### src/rtl/rtc_pkg.sv
package rtc_pkg;

  typedef struct packed {
    logic [6:0] year;
    logic [6:0] month;
    logic [6:0] date;
    logic [6:0] dow;
    logic [6:0] hour;
    logic [6:0] min;
    logic [6:0] sec;
  } rtc_time_t;

  localparam rtc_time_t RTC_TIME_RESET = '{
    year: 7'd0, month: 7'd1, date: 7'd1, dow: 7'd1,
    hour: 7'd0, min: 7'd0, sec: 7'd0
  };

  // register addresses seen by the host
  localparam int REG_SEC   = 0;
  localparam int REG_MIN   = 1;
  localparam int REG_HOUR  = 2;
  localparam int REG_DOW   = 3;
  localparam int REG_DATE  = 4;
  localparam int REG_MONTH = 5;
  localparam int REG_YEAR  = 6;
  localparam int REG_STAT  = 7;
  localparam int REG_CTRL  = 8;

  function automatic logic [7:0] to_bcd(input logic [6:0] v);
    logic [3:0] tens;
    logic [3:0] ones;
    tens = 4'(v / 7'd10);
    ones = 4'(v % 7'd10);
    return {tens, ones};
  endfunction

  function automatic logic [6:0] from_bcd(input logic [7:0] b);
    return 7'(b[7:4]) * 7'd10 + 7'(b[3:0]);
  endfunction

  function automatic logic [7:0] enc_field(input logic [6:0] v, input logic bin);
    logic [7:0] r;
    if (bin) r = {1'b0, v};
    else     r = to_bcd(v);
    return r;
  endfunction

  function automatic logic [6:0] dec_field(input logic [7:0] d, input logic bin);
    logic [6:0] r;
    if (bin) r = d[6:0];
    else     r = from_bcd(d);
    return r;
  endfunction

  // internal hours are 0..23; the 12-hour form puts PM in bit 7
  function automatic logic [7:0] enc_hour(input logic [6:0] h, input logic bin,
                                          input logic h24);
    logic [6:0] h12;
    logic [7:0] e;
    logic [7:0] r;
    if (h24) begin
      r = enc_field(h, bin);
    end else begin
      if (h == 7'd0)       h12 = 7'd12;
      else if (h > 7'd12)  h12 = h - 7'd12;
      else                 h12 = h;
      e = enc_field(h12, bin);
      r = {(h >= 7'd12), e[6:0]};
    end
    return r;
  endfunction

  function automatic logic [6:0] dec_hour(input logic [7:0] d, input logic bin,
                                          input logic h24);
    logic [6:0] h12;
    logic [6:0] base;
    logic [6:0] r;
    if (h24) begin
      r = dec_field(d, bin);
    end else begin
      h12  = dec_field({1'b0, d[6:0]}, bin);
      base = (h12 == 7'd12) ? 7'd0 : h12;
      r    = base + (d[7] ? 7'd12 : 7'd0);
    end
    return r;
  endfunction

  function automatic logic [6:0] days_in_month(input logic [6:0] month,
                                               input logic [6:0] year);
    logic [6:0] r;
    case (month)
      7'd2:                      r = (year[1:0] == 2'd0) ? 7'd29 : 7'd28;
      7'd4, 7'd6, 7'd9, 7'd11:   r = 7'd30;
      default:                   r = 7'd31;
    endcase
    return r;
  endfunction

endpackage

### src/rtl/rtc_second_timer.sv
module rtc_second_timer #(
  parameter int TICKS_PER_SEC = 32768,
  parameter int UIP_LEAD      = 8
) (
  input  logic clk,
  input  logic rst,
  input  logic tick_i,
  input  logic restart_i,
  output logic upd_stb_o,
  output logic uip_o
);

  localparam int CNT_W = (TICKS_PER_SEC > 1) ? $clog2(TICKS_PER_SEC) : 1;
  localparam logic [CNT_W-1:0] LAST = CNT_W'(TICKS_PER_SEC - 1);
  localparam logic [CNT_W-1:0] ARM  = CNT_W'(TICKS_PER_SEC - UIP_LEAD - 1);

  logic [CNT_W-1:0] cnt_q;
  logic             uip_q;

  assign upd_stb_o = tick_i && !restart_i && (cnt_q == LAST);
  assign uip_o     = uip_q;

  always_ff @(posedge clk) begin
    if (rst || restart_i) begin
      cnt_q <= '0;
      uip_q <= 1'b0;
    end else if (tick_i) begin
      if (cnt_q == LAST) begin
        cnt_q <= '0;
        uip_q <= 1'b0;
      end else begin
        cnt_q <= cnt_q + 1'b1;
        if (cnt_q == ARM) uip_q <= 1'b1;
      end
    end
  end

endmodule

### src/rtl/rtc_calendar_step.sv
module rtc_calendar_step
  import rtc_pkg::*;
(
  input  rtc_time_t cur_i,
  input  logic      dst_en_i,
  input  logic      fall_done_i,
  output rtc_time_t nxt_o,
  output logic      fall_hit_o
);

  logic       at_0159;
  logic       sunday;
  logic       spring_hit;
  logic [6:0] dim;

  assign at_0159    = (cur_i.hour == 7'd1) && (cur_i.min == 7'd59) && (cur_i.sec == 7'd59);
  assign sunday     = (cur_i.dow == 7'd1);
  assign spring_hit = dst_en_i && at_0159 && sunday &&
                      (cur_i.month == 7'd4) && (cur_i.date <= 7'd7);
  assign fall_hit_o = dst_en_i && at_0159 && sunday && !fall_done_i &&
                      (cur_i.month == 7'd10) && (cur_i.date >= 7'd25);
  assign dim        = days_in_month(cur_i.month, cur_i.year);

  always_comb begin
    nxt_o = cur_i;
    if (spring_hit) begin
      nxt_o.hour = 7'd3;
      nxt_o.min  = 7'd0;
      nxt_o.sec  = 7'd0;
    end else if (fall_hit_o) begin
      nxt_o.hour = 7'd1;
      nxt_o.min  = 7'd0;
      nxt_o.sec  = 7'd0;
    end else if (cur_i.sec != 7'd59) begin
      nxt_o.sec = cur_i.sec + 7'd1;
    end else begin
      nxt_o.sec = 7'd0;
      if (cur_i.min != 7'd59) begin
        nxt_o.min = cur_i.min + 7'd1;
      end else begin
        nxt_o.min = 7'd0;
        if (cur_i.hour != 7'd23) begin
          nxt_o.hour = cur_i.hour + 7'd1;
        end else begin
          nxt_o.hour = 7'd0;
          nxt_o.dow  = (cur_i.dow >= 7'd7) ? 7'd1 : cur_i.dow + 7'd1;
          if (cur_i.date < dim) begin
            nxt_o.date = cur_i.date + 7'd1;
          end else begin
            nxt_o.date = 7'd1;
            if (cur_i.month < 7'd12) begin
              nxt_o.month = cur_i.month + 7'd1;
            end else begin
              nxt_o.month = 7'd1;
              nxt_o.year  = (cur_i.year >= 7'd99) ? 7'd0 : cur_i.year + 7'd1;
            end
          end
        end
      end
    end
  end

endmodule

### src/rtl/rtc_host_regs.sv
module rtc_host_regs
  import rtc_pkg::*;
#(
  parameter int ADDR_W = 4
) (
  input  logic              clk,
  input  logic              rst,
  input  logic              wr_i,
  input  logic              rd_i,
  input  logic [ADDR_W-1:0] addr_i,
  input  logic [7:0]        wdata_i,
  input  rtc_time_t         live_nxt_i,
  input  logic              uip_i,
  output logic [7:0]        rdata_o,
  output logic              rvalid_o,
  output rtc_time_t         user_o,
  output logic              set_o,
  output logic              dst_en_o,
  output logic              load_o
);

  localparam logic [ADDR_W-1:0] A_SEC   = ADDR_W'(REG_SEC);
  localparam logic [ADDR_W-1:0] A_MIN   = ADDR_W'(REG_MIN);
  localparam logic [ADDR_W-1:0] A_HOUR  = ADDR_W'(REG_HOUR);
  localparam logic [ADDR_W-1:0] A_DOW   = ADDR_W'(REG_DOW);
  localparam logic [ADDR_W-1:0] A_DATE  = ADDR_W'(REG_DATE);
  localparam logic [ADDR_W-1:0] A_MONTH = ADDR_W'(REG_MONTH);
  localparam logic [ADDR_W-1:0] A_YEAR  = ADDR_W'(REG_YEAR);
  localparam logic [ADDR_W-1:0] A_STAT  = ADDR_W'(REG_STAT);
  localparam logic [ADDR_W-1:0] A_CTRL  = ADDR_W'(REG_CTRL);

  logic      set_q, bin_q, h24_q, dse_q, dirty_q;
  logic      rvalid_q;
  logic [7:0] rdata_q;
  logic [7:0] rd_mux;
  rtc_time_t user_q;
  logic      wr_ctrl, wr_time, release_freeze;

  assign wr_ctrl        = wr_i && (addr_i == A_CTRL);
  assign wr_time        = wr_i && set_q && (addr_i <= A_YEAR);
  assign release_freeze = wr_ctrl && set_q && !wdata_i[7];
  assign load_o         = release_freeze && dirty_q;

  assign user_o   = user_q;
  assign set_o    = set_q;
  assign dst_en_o = dse_q;
  assign rdata_o  = rdata_q;
  assign rvalid_o = rvalid_q;

  always_comb begin
    case (addr_i)
      A_SEC:   rd_mux = enc_field(user_q.sec, bin_q);
      A_MIN:   rd_mux = enc_field(user_q.min, bin_q);
      A_HOUR:  rd_mux = enc_hour(user_q.hour, bin_q, h24_q);
      A_DOW:   rd_mux = enc_field(user_q.dow, bin_q);
      A_DATE:  rd_mux = enc_field(user_q.date, bin_q);
      A_MONTH: rd_mux = enc_field(user_q.month, bin_q);
      A_YEAR:  rd_mux = enc_field(user_q.year, bin_q);
      A_STAT:  rd_mux = {uip_i && !set_q, 7'b0};
      A_CTRL:  rd_mux = {set_q, 4'b0, bin_q, h24_q, dse_q};
      default: rd_mux = 8'h00;
    endcase
  end

  always_ff @(posedge clk) begin
    if (rst) begin
      set_q    <= 1'b0;
      bin_q    <= 1'b0;
      h24_q    <= 1'b0;
      dse_q    <= 1'b0;
      dirty_q  <= 1'b0;
      user_q   <= RTC_TIME_RESET;
      rvalid_q <= 1'b0;
      rdata_q  <= 8'h00;
    end else begin
      rvalid_q <= rd_i;
      if (rd_i) rdata_q <= rd_mux;

      if (wr_ctrl) begin
        set_q <= wdata_i[7];
        bin_q <= wdata_i[2];
        h24_q <= wdata_i[1];
        dse_q <= wdata_i[0];
      end

      if (release_freeze)  dirty_q <= 1'b0;
      else if (wr_time)    dirty_q <= 1'b1;

      if (!set_q) begin
        user_q <= live_nxt_i;
      end else if (wr_time) begin
        case (addr_i)
          A_SEC:   user_q.sec   <= dec_field(wdata_i, bin_q);
          A_MIN:   user_q.min   <= dec_field(wdata_i, bin_q);
          A_HOUR:  user_q.hour  <= dec_hour(wdata_i, bin_q, h24_q);
          A_DOW:   user_q.dow   <= dec_field(wdata_i, bin_q);
          A_DATE:  user_q.date  <= dec_field(wdata_i, bin_q);
          A_MONTH: user_q.month <= dec_field(wdata_i, bin_q);
          default: user_q.year  <= dec_field(wdata_i, bin_q);
        endcase
      end
    end
  end

endmodule

### src/rtl/rtc_update_engine.sv
module rtc_update_engine
  import rtc_pkg::*;
#(
  parameter int TICKS_PER_SEC = 32768,
  parameter int UIP_LEAD      = 8,
  parameter int ADDR_W        = 4
) (
  input  logic              clk,
  input  logic              rst,
  input  logic              presc_tick_i,
  input  logic              host_wr_i,
  input  logic              host_rd_i,
  input  logic [ADDR_W-1:0] host_addr_i,
  input  logic [7:0]        host_wdata_i,
  output logic [7:0]        host_rdata_o,
  output logic              host_rvalid_o,
  output logic              upd_done_o
);

  rtc_time_t live_q;
  rtc_time_t live_nxt;
  rtc_time_t step_nxt;
  rtc_time_t user_time;
  logic      fall_hit;
  logic      fall_done_q;
  logic      upd_stb;
  logic      uip_q;
  logic      set_q;
  logic      dst_en;
  logic      load;
  logic      upd_done_q;

  rtc_second_timer #(
    .TICKS_PER_SEC (TICKS_PER_SEC),
    .UIP_LEAD      (UIP_LEAD)
  ) u_timer (
    .clk       (clk),
    .rst       (rst),
    .tick_i    (presc_tick_i),
    .restart_i (load),
    .upd_stb_o (upd_stb),
    .uip_o     (uip_q)
  );

  rtc_calendar_step u_step (
    .cur_i       (live_q),
    .dst_en_i    (dst_en),
    .fall_done_i (fall_done_q),
    .nxt_o       (step_nxt),
    .fall_hit_o  (fall_hit)
  );

  rtc_host_regs #(
    .ADDR_W (ADDR_W)
  ) u_regs (
    .clk        (clk),
    .rst        (rst),
    .wr_i       (host_wr_i),
    .rd_i       (host_rd_i),
    .addr_i     (host_addr_i),
    .wdata_i    (host_wdata_i),
    .live_nxt_i (live_nxt),
    .uip_i      (uip_q),
    .rdata_o    (host_rdata_o),
    .rvalid_o   (host_rvalid_o),
    .user_o     (user_time),
    .set_o      (set_q),
    .dst_en_o   (dst_en),
    .load_o     (load)
  );

  always_comb begin
    if (load)         live_nxt = user_time;
    else if (upd_stb) live_nxt = step_nxt;
    else              live_nxt = live_q;
  end

  always_ff @(posedge clk) begin
    if (rst) begin
      live_q      <= RTC_TIME_RESET;
      fall_done_q <= 1'b0;
      upd_done_q  <= 1'b0;
    end else begin
      live_q     <= live_nxt;
      upd_done_q <= upd_stb;
      if (upd_stb && fall_hit)         fall_done_q <= 1'b1;
      else if (live_q.month != 7'd10)  fall_done_q <= 1'b0;
    end
  end

  assign upd_done_o = upd_done_q;

endmodule

### config.mk
export PLATFORM = sky130hd
export DESIGN_NAME = rtc_update_engine
export DESIGN_NICKNAME = d
export VERILOG_FILES = /design/src/rtl/rtc_pkg.sv /design/src/rtl/rtc_second_timer.sv /design/src/rtl/rtc_calendar_step.sv /design/src/rtl/rtc_host_regs.sv /design/src/rtl/rtc_update_engine.sv
export SDC_FILE = /design/constraint.sdc
export NUM_CORES = 1
export LEC_CHECK = 0
export ABC_AREA = 1
export BUFFER_PORTS_ARGS = -buffer_cell sky130_fd_sc_hd__buf_4
export CAP_MARGIN = 20
export CELL_PAD_IN_SITES_DETAIL_PLACEMENT = 1
export CELL_PAD_IN_SITES_GLOBAL_PLACEMENT = 1
export CORE_ASPECT_RATIO = 0.9
export CORE_MARGIN = 2
export CORE_UTILIZATION = 30
export DETAILED_ROUTE_END_ITERATION = 12
export PLACE_DENSITY_LB_ADDON = 0.1
export SLEW_MARGIN = 20
export SYNTH_ARGS = -nofsm -noshare
export SYNTH_HDL_FRONTEND = slang
export SYNTH_SLANG_ARGS = --single-unit
### constraint.sdc
create_clock -name clk -period 7.47 [get_ports clk]
set_input_delay 0.747 -clock clk [delete_from_list [all_inputs] [get_ports clk]]
set_output_delay 0.747 -clock clk [all_outputs]
set_load 0.05 [all_outputs]
After elaboration in Yosys (flattened, before gate mapping):

Cells that the tools add are included.

* register bits: 130
* bits of input ports: 17
* logic and storage cells: 195

* $add $sub $neg: 12
* $mul: 2
* div/mod/pow operators: 16
* magnitude comparators: 9
* equal/unequal tests: 33
* mux-type cells: 58
* reduce and logical (&&, ||, !) cells: 40

Operators with widths (number)
* $mux 7: 29
* $mux 49: 4
* $mux 28: 3
* $pmux 8 s9: 1
* $mux 8: 8
* $div 7x4->7 const B: 8
* $mod 7x4->7 const B: 8
* $add 7x1->7 const B: 7
* $mux 21: 2
* $mux 42: 1
* $mux 35: 1
* $eq 15x15->1 const B: 2
* $eq 7x4->1 const B: 4
* $logic_and 1x1->1: 19
* $eq 4x3->1 const B: 4
* $ne 2x2->1 const B: 8
* $reduce_and 2->1: 8
* $add 15x1->15 const B: 1
* $mux 15: 1
* $add 7x4->7: 2
* $eq 7x1->1 const B: 2
* $eq 7x3->1 const B: 2
* $eq 7x6->1 const B: 2
* $mux 14: 1
* other kinds (32): 42

Depth between registers and ports, before layout:

Gate-level depths: netlist of the first run.

* depth in word-level cells: 15
* depth in mapped cells: 29
* gate-level depth less buffers: 29

Hierarchy:

A second synthesis of the first run with hierarchy kept.

* cell total of the unflattened synthesis: 1944
* area total of the unflattened synthesis: 11553.6 um^2

By module, submodules not included
* rtc_host_regs: instances 1, cells an instance 1062, area an instance 6279.8 um^2, sequential area each 1261.2 um^2
* rtc_update_engine: instances 1, cells an instance 438, area an instance 2713.9 um^2, sequential area each 1021.0 um^2
* rtc_calendar_step: instances 1, cells an instance 321, area an instance 1727.9 um^2, sequential area each 0.0 um^2
* rtc_second_timer: instances 1, cells an instance 123, area an instance 832.0 um^2, sequential area each 320.3 um^2

Least setup slack after synthesis of the first run:

Ideal clock, no wire load.

* path kind: input to register
* start: input port host_wdata_i[4]
* end: register u_regs.user_q, in the netlist u_regs.user_o[20]
* setup time: 0.057 ns
* arrival time: 3.565 ns
* path slack: 3.848 ns
* cell stages on the path: 22
* path buffers: 0
* cell sequence: ha_1 -> ha_1 -> a21oi_1 -> and2_1 -> inv_1 -> nand2_1 -> nor2_1 -> a21oi_1 -> o21ai_0 -> o21ai_0 -> nor4_1 -> nor2_1 -> ha_1 -> inv_1 -> fa_1 -> nor2_1 -> nand2_1 -> xnor2_1 -> nand2_1 -> a221oi_1 -> nand2_1 -> inv_1

* word-level cells in the longest chain between the ends: 15
* elaborated cells on any way between the ends: 18
* classes of those cells: 3 x add/sub; 2 x mul; 1 x eq/ne; 12 x mux

RTL lines
* start: declaration: RTL line rtc_update_engine.sv:14 `input logic [7:0] host_wdata_i,`
* $mul 3x3->6: RTL line rtc_pkg.sv:38 `return 7'(b[7:4]) * 7'd10 + 7'(b[3:0]);`
* $add 7x4->7: RTL line rtc_pkg.sv:38
* $mux 7: RTL line rtc_pkg.sv:50 `if (bin) r = d[6:0];`
* $mux 7: RTL line rtc_pkg.sv:78 `if (h24) begin`
* $mux 7: RTL line rtc_host_regs.sv:92 `case (addr_i)`
* $mux 7: RTL line rtc_host_regs.sv:91 `end else if (wr_time) begin`
* $mux 7: RTL line rtc_host_regs.sv:89 `if (!set_q) begin`
* $mux 7: RTL line rtc_host_regs.sv:66 `if (rst) begin`
* $eq 7x4->1: RTL line rtc_pkg.sv:82 `base = (h12 == 7'd12) ? 7'd0 : h12;`
* $mux 7: RTL line rtc_pkg.sv:82
* $add 7x7->7: RTL line rtc_pkg.sv:83 `r = base + (d[7] ? 7'd12 : 7'd0);`
* $mux 7 (*): RTL line rtc_pkg.sv:78
* $mux 7 (*): RTL line rtc_host_regs.sv:92
* $mux 49 (*): RTL line rtc_host_regs.sv:91
* $mux 49 (*): RTL line rtc_host_regs.sv:89
* end signal: assignment: RTL line rtc_host_regs.sv:90 `user_q <= live_nxt_i;`
* end: declaration: RTL line rtc_host_regs.sv:36 `rtc_time_t user_q;`

Every way passes the cells marked *; elsewhere a longest branch is shown, timed or not. The select of a mux whose other input is x is not followed.
A chain may end at the register's enable or synchronous reset.

Final worst setup path of the first run:

Same ends and word-level chain as after synthesis.

==> results of run 1 <==
==> worst paths after layout <==
kind | end | slack, ps | start
hold reg to reg | fall_done_q | 470 | fall_done_q
setup / recovery | u_regs.user_o[20] | 3820 | host_wdata_i[4]
setup reg to reg | u_regs.rdata_o[2] | 3880 | u_regs.user_o[16]
hold / removal | fall_done_q | 470 | fall_done_q
==> per-stage QoR <==
step           hold slack (ps)  setup slack [ps]  cell area [um^2]  total power [mW]
2_1_floorplan            431.0              3848             10660            0.8256
3_5_place_dp             458.7              3358             11330            0.8824
5_1_grt                  489.4              3447             11890             1.763
4_1_cts                  468.3              3836             11890             1.717
6_report                 466.8              3817             11890             1.697
3_3_place_gp             444.5              3425             11330            0.8791
==> power groups by stage <==
stage                     Sequential [mW]  Clock [mW]  Combinational (mW)
after floorplan                     0.719           0               0.107
after global placement              0.717           0               0.162
after detailed placement            0.717           0               0.165
after CTS                           0.702       0.849               0.166
after global routing                0.702       0.874               0.187
final                               0.702       0.831               0.165
==> synth_stat cells, drive strengths merged (3+ instances only) <==
cell type  number  area, um^2
ha             36       450.4
a21oi         134       734.5
xnor2           6       52.55
nand3         115       638.1
dfxtp         130        2603
nor4           11       111.4
fa              3       60.06
o221ai          5       43.79
a31oi           4       25.02
nand2         417        1663
nor2          185       799.5
buf             7       32.53
a211oi          3       22.52
xor2           20       175.2
o22ai          28       175.2
clkbuf         37       138.9
a22oi           8       60.06
nand3b         12       93.84
o21ai         158       809.5
a221oi          9       78.83
o31ai           4       30.03
a22o           16       140.1
o211ai         19       142.6
a21o            3       22.52
or2             7       43.79
o2111ai         3       26.28
nor3b           5       37.54
inv           257       974.7
nor3           22       131.4
nand4          31       200.2
and2            3       18.77
clkinv          4       15.01
==> layer usage <==
| layer | vias up | GRT usage | part of all wire | wire (um) |
|---|---|---|---|---|
| met5 | - | 0 | 0 | 0 |
| met4 | 0 | 0.06482 | 0.019 | 822 |
| met3 | 42 | 0.02825 | 0.022 | 943 |
| met2 | 119 | 0.4147 | 0.48 | 20510 |
| met1 | 5605 | 0.3035 | 0.48 | 20240 |
| li1 | 5722 | - | - | - |
==> critical path, stage by stage <==
cell and delay [ps]:
sky130_fd_sc_hd__buf_4 120, sky130_fd_sc_hd__ha_1 290, sky130_fd_sc_hd__ha_1 340, sky130_fd_sc_hd__a21oi_1 150, sky130_fd_sc_hd__and2_1 170, sky130_fd_sc_hd__inv_1 70
sky130_fd_sc_hd__nand2_1 60, sky130_fd_sc_hd__nor2_1 50, sky130_fd_sc_hd__a21oi_1 110, sky130_fd_sc_hd__o21ai_0 90, sky130_fd_sc_hd__o21ai_0 140, sky130_fd_sc_hd__nor4_1 110
sky130_fd_sc_hd__nor2_1 110, sky130_fd_sc_hd__ha_1 170, sky130_fd_sc_hd__inv_1 50, sky130_fd_sc_hd__fa_1 380, sky130_fd_sc_hd__nor2_1 190, sky130_fd_sc_hd__nand2_1 90
sky130_fd_sc_hd__xnor2_1 170, sky130_fd_sc_hd__nand2_1 60, sky130_fd_sc_hd__a221oi_1 260, sky130_fd_sc_hd__nand2_1 80, sky130_fd_sc_hd__inv_1 50
==> registers in the layout (all words and copies together), names as in the netlist, 8 cells and up <==
register	flops
live_q	49
u_regs.user_o	49
u_timer.cnt_q	15
u_regs.rdata_o	8
==> cell type report <==
cell class / instances / area, um^2 / area share
inverter: 261 / 989.7 / 0.08323
multi-input combinational: 1280 / 6904 / 0.5806
timing repair buffer: 33 / 247.7 / 0.02083
clock inverter: 9 / 81.33 / 0.006839
clock buffer: 23 / 478.0 / 0.04019
tap: 469 / 586.8 / 0.04935
sequential: 130 / 2604 / 0.2190
==> kinds of logic after synthesis <==
group | synth area share
buf+inv | 0.1089
simple gates | 0.3511
xor+xnor | 0.02135
fa+ha+maj | 0.04787
compound gates | 0.2268
flops | 0.2440
==> flow_summary_export.csv, run 1 <==
group,metric,value,unit
routing,drtAntennaViolNets,0,
global_routing,grt_remaining_overflow,0,
clock_tree,tritoncts,"built",
sta,timing.slew.headroom,0.3303,
final_layout,final_nets,1779,
setup_path,r2r_cells,27,
sta,setup_tns,0,ps
routing,drt_pass1_iterations,5,
global_routing,grt_max_degree,64,
clock_tree,clockBufferDepth,2,
logic_synthesis,synth_cell_type_count,66,
logic_synthesis,postSynth.topFlopCell,"sky130_fd_sc_hd__dfxtp_1",
global_routing,globalRouteTotalUtil,0.2356,
placed_design,dpl.hpwl,33880,um
floorplan,die_w,202.7,um
logic_synthesis,synth_async_sr_flop_share,0,
clock_tree,ctsHtreeMaxLevel,4,
clock_tree,cts.sinks,130,
final_layout,antenna_diode_count,0,
sta,finalHoldViolations,0,
sta,period_needed,3653,ps
clock_tree,postCtsSetupRepairBufs,0,
status,run_status,"complete, no violations",
routing,wire_per_inst,19.28,um
pwr,pint,1.229,mW
clock_tree,clock_latency,450,ps
sta,setup_violation_total_in_the_final_timing_report,0,
sta,clock_skews,11.73,ps
final_layout,drive_gt1_frac,0.08929,
pwr,p_per_area,142.7,nW/um^2
logic_synthesis,seq_area_frac_synth,0.2440,
setup_path,path_max_fanout,5,
pwr,ir_worst_vdd,0.0001223,V
floorplan,placementRows,65,
clock_tree,cts-buffers-inserted,17,
final_layout,layout_common_cells,"sky130_fd_sc_hd__nand2_1, sky130_fd_sc_hd__inv_1, sky130_fd_sc_hd__nor2_1",
setup_path,critPathLaunchType,"input port",
pwr,switching_share,0.2760,
final_layout,layout.filler_cells,4608,
logic_synthesis,ys_seq_elements,130,
setup_path,setup.worst_path.class,"in -> reg",
sta,grt_setup_unrepaired,"false",
routing,vias_per_cell,5.210,
clock_tree,clk_transition_reported_paths,60,ps
clock_tree,cts_repair_resize_count,0,
global_routing,antenna_found_initial,0,
sta,maxClockFrequency,273.7,MHz
final_layout,mostFrequentLayoutCell,"sky130_fd_sc_hd__nand2_1",
final_layout,area.growth.synth_to_final,11.51,%
logic_synthesis,number_of_enable_type_register_cells_in_the_synthesized_netlist,0,
routing,detail_route.iter0.violations,636,
logic_synthesis,syn_avg_cell_area,6.218,um^2
placed_design,numPortBuffers,26,
sta,timing_max_transition_violations_final,0,
placed_design,routabilityCongestion,0.8493,
hold_path,class_of_the_tightest_hold_or_removal_check,"reg -> reg",
floorplan,design.portCount,27,
flow_run,max_cap_violations,0,
global_routing,first_global_vias,11820,
logic_synthesis,syn_area,10660,um^2
logic_synthesis,synthesis_warnings,0,
routing,overall_via_count_from_detail_route,11490,
setup_path,arrival,4050,ps
final_layout,layout.cells.non_filler,2205,
clock_tree,cts_root_buffer,"sky130_fd_sc_hd__clkbuf_16",
pwr,power.sequential.fraction,0.413,
hold_path,hold-path-cell-count,2,
pwr,power.clock.fraction,0.489,
sta,layout_worst_path_cycle_share,0.4891,
final_layout,finalCoreUtilization,0.3392,
setup_path,critPathCaptureType,"flop",
setup_path,worst-endpoint-required,7870,ps
pwr,power_switching,468.4,uW
routing,wirelength,42520,um
clock_tree,holdBufCountCts,0,
placed_design,placed_cells_incl_taps,2173,
floorplan,full_die_area,37070,um^2
sta,worst_pin_slew,995.3,ps
pwr,p_leak,5.112,nW
global_routing,grt_pass1_wl,67260,um
logic_synthesis,postSynthCellCount,1715,
logic_synthesis,mappedNetlistNets,1771,
floorplan,initial_cell_density_of_the_core,0.3042,
routing,number_of_drc_violations_after_detailed_routing,0,
pwr,pwr-share-comb,0.097,
floorplan,die-height,182.9,um
floorplan,placeableCoreArea,35050,um^2
(Power assumes the default switching activity.)
==> run 2, diff against run 1 <==
==> constraint.sdc (replaced) <==
create_clock -name clk -period 3.7 [get_ports clk]
set_input_delay 0.37 -clock clk [delete_from_list [all_inputs] [get_ports clk]]
set_output_delay 0.37 -clock clk [all_outputs]
set_load 0.05 [all_outputs]
==> flow_summary_export.csv, run 2 (same netlist as run 1, synthesis figures left out) <==
group,metric,value,unit
status,run_status,"complete, no violations",
setup_path,worst-r2r-setup-slack,370,ps
clock_tree,cts_root_buffer,"sky130_fd_sc_hd__clkbuf_16",
placed_design,numPortBuffers,26,
global_routing,antenna_found_initial,0,
sta,timing.slew.headroom,0.5108,
final_layout,multi_input_comb_area,6949,um^2
sta,setup_tns,0,ps
global_routing,grt_pass1_wl,66810,um
pwr,p_per_area,307.6,nW/um^2
hold_path,hp-start,"host_rd_i",
placed_design,routabilityCongestion,0.8530,
final_layout,final_nets,1805,
placed_design,dpl.hpwl,34010,um
sta,grt_setup_unrepaired,"false",
setup_path,worst-endpoint-required,4000,ps
final_layout,mostFrequentLayoutCell,"sky130_fd_sc_hd__nand2_1",
setup_path,r2r_cells,25,
final_layout,antenna_diode_count,0,
clock_tree,tritoncts,"built",
pwr,p_leak,5.299,nW
global_routing,grt_remaining_overflow,0,
setup_path,setup.worst_path.class,"reg -> reg",
routing,detail_route.iter0.violations,611,
sta,layout_setup_ws,365.7,ps
clock_tree,cts_repair_resize_count,0,
setup_path,critPathLaunchType,"flop",
routing,drt_pass1_iterations,5,
sta,layout_worst_path_cycle_share,0.9012,
routing,wire_per_inst,19.01,um
global_routing,first_global_vias,11960,
final_layout,layout_common_cells,"sky130_fd_sc_hd__nand2_1, sky130_fd_sc_hd__inv_1, sky130_fd_sc_hd__nor2_1",
routing,vias_per_cell,5.181,
global_routing,globalRouteTotalUtil,0.2344,
floorplan,die-height,182.9,um
setup_path,timing.rr.start,"u_regs.user_o[27]",
routing,drtAntennaViolNets,0,
final_layout,area.growth.synth_to_final,14.87,%
clock_tree,clock_latency,450,ps
routing,number_of_drc_violations_after_detailed_routing,0,
setup_path,arrival,3630,ps
pwr,ir_worst_vdd,0.0002990,V
clock_tree,cts-buffers-inserted,17,
sta,timing_max_transition_violations_final,0,
floorplan,placeableCoreArea,35050,um^2
placed_design,placedInstanceArea,11520,um^2
setup_path,timing.rr.end,"u_regs.rdata_o[2]",
final_layout,postLayoutCellArea,12250,um^2
floorplan,placementRows,65,
sta,setup_violation_total_in_the_final_timing_report,0,
floorplan,die_w,202.7,um
hold_path,worstHoldEndpoint,"u_regs.rdata_o[5]",
floorplan,initial_cell_density_of_the_core,0.3042,
flow_run,max_cap_violations,0,
clock_tree,clockBufferDepth,2,
placed_design,pre_cts_setup_slack,91.85,ps
sta,finalHoldViolations,0,
clock_tree,cts.sinks,130,
clock_tree,holdBufCountCts,0,
sta,clock_skews,11.28,ps
hold_path,class_of_the_tightest_hold_or_removal_check,"in -> reg",
setup_path,path_max_fanout,5,
sta,worst_pin_slew,726.2,ps
clock_tree,ctsHtreeMaxLevel,4,
clock_tree,clk_transition_reported_paths,70,ps
floorplan,design.portCount,27,
sta,maxClockFrequency,299.9,MHz
clock_tree,postCtsSetupRepairBufs,0,
setup_path,critPathCaptureType,"flop",
sta,period_needed,3334,ps
final_layout,drive_gt1_frac,0.1090,
hold_path,hold-path-cell-count,3,
final_layout,layout.filler_cells,4552,
global_routing,grt_max_degree,55,
routing,wirelength,42410,um
routing,overall_via_count_from_detail_route,11560,
final_layout,final-seq-area,2605,um^2
floorplan,full_die_area,37070,um^2
-- run 2: cell count changes in the layout (fill, tap and decap cells not counted), moves of 2 or more --
cell,delta
sky130_fd_sc_hd__clkinv_2,-4
sky130_fd_sc_hd__clkbuf_8,-2
sky130_fd_sc_hd__buf_4,+26
sky130_fd_sc_hd__o21ai_2,+5
sky130_fd_sc_hd__a21oi_4,+2
sky130_fd_sc_hd__o21ai_0,-5
sky130_fd_sc_hd__bufinv_16,+5
-- run 2: final cells by class --
cell class | count | area share
multi-input combinational | 1280 | 0.5673
sequential | 130 | 0.2127
inverter | 261 | 0.08080
tap | 469 | 0.04791
clock buffer | 20 | 0.03647
timing repair buffer | 59 | 0.03616
clock inverter | 12 | 0.01869
-- run 2: per-stage QoR --
stage	instances	util	power (mW)	hold WS (ps)
after CTS	2231	0.3480	3.811	214.0
final	2231	0.3495	3.768	229.5
after global routing	2231	0.3495	3.916	239.7
after global placement	2199	0.3288	1.789	444.6
after floorplan	1715	-	1.667	431.0
after detailed placement	2199	0.3288	1.793	450.9
-- run 2: per-layer routing --
metal / track usage / share of wire
met3: 0.03820 / 0.025
met4: 0.07766 / 0.026
met2: 0.4090 / 0.48
met1: 0.2936 / 0.47
met5: 0 / 0
-- run 2: worst max path at each step --
stage                           start           endpoint  slack, ps  cells past startpoint
floorplan             host_wdata_i[4]  u_regs.user_o[20]        460                     22
global route        u_regs.user_o[40]  u_regs.rdata_o[1]          7                     23
finish              u_regs.user_o[27]  u_regs.rdata_o[2]        370                     25
CTS                 u_regs.user_o[39]  u_regs.rdata_o[1]        250                     23
detailed placement    host_wdata_i[4]  u_regs.user_o[20]         90                     23
global placement      host_wdata_i[4]  u_regs.user_o[20]        130                     23
-- run 2: report_power, final --
part | total (mW) | internal (mW) | switching [mW] | leakage (nW)
clock network | 2.01 | 1.29 | 0.720 | 0.317
logic | 0.346 | 0.112 | 0.234 | 3.93
registers | 1.42 | 1.41 | 0.00935 | 1.05
-- run 2: worst max-delay path, cell delays in order (launching register included) --
cell	delay [ps]
sky130_fd_sc_hd__dfxtp_1	400
sky130_fd_sc_hd__inv_1	150
sky130_fd_sc_hd__a21oi_4	200
sky130_fd_sc_hd__nand2_1	80
sky130_fd_sc_hd__o21ai_1	190
sky130_fd_sc_hd__inv_1	100
sky130_fd_sc_hd__nand2_1	70
sky130_fd_sc_hd__nand2_1	110
sky130_fd_sc_hd__nand2_2	150
sky130_fd_sc_hd__nand2_1	90
sky130_fd_sc_hd__nand3_1	100
sky130_fd_sc_hd__nand2_1	80
sky130_fd_sc_hd__nand2_1	90
sky130_fd_sc_hd__nand2_1	70
sky130_fd_sc_hd__nand2_1	100
sky130_fd_sc_hd__inv_1	50
sky130_fd_sc_hd__ha_1	180
sky130_fd_sc_hd__nand3b_2	240
sky130_fd_sc_hd__nand4_1	110
sky130_fd_sc_hd__nand3_1	80
sky130_fd_sc_hd__nand2_1	140
sky130_fd_sc_hd__nand3_1	90
sky130_fd_sc_hd__nor2_1	170
sky130_fd_sc_hd__nand2_1	70
sky130_fd_sc_hd__nand2_1	60
sky130_fd_sc_hd__a21oi_1	50
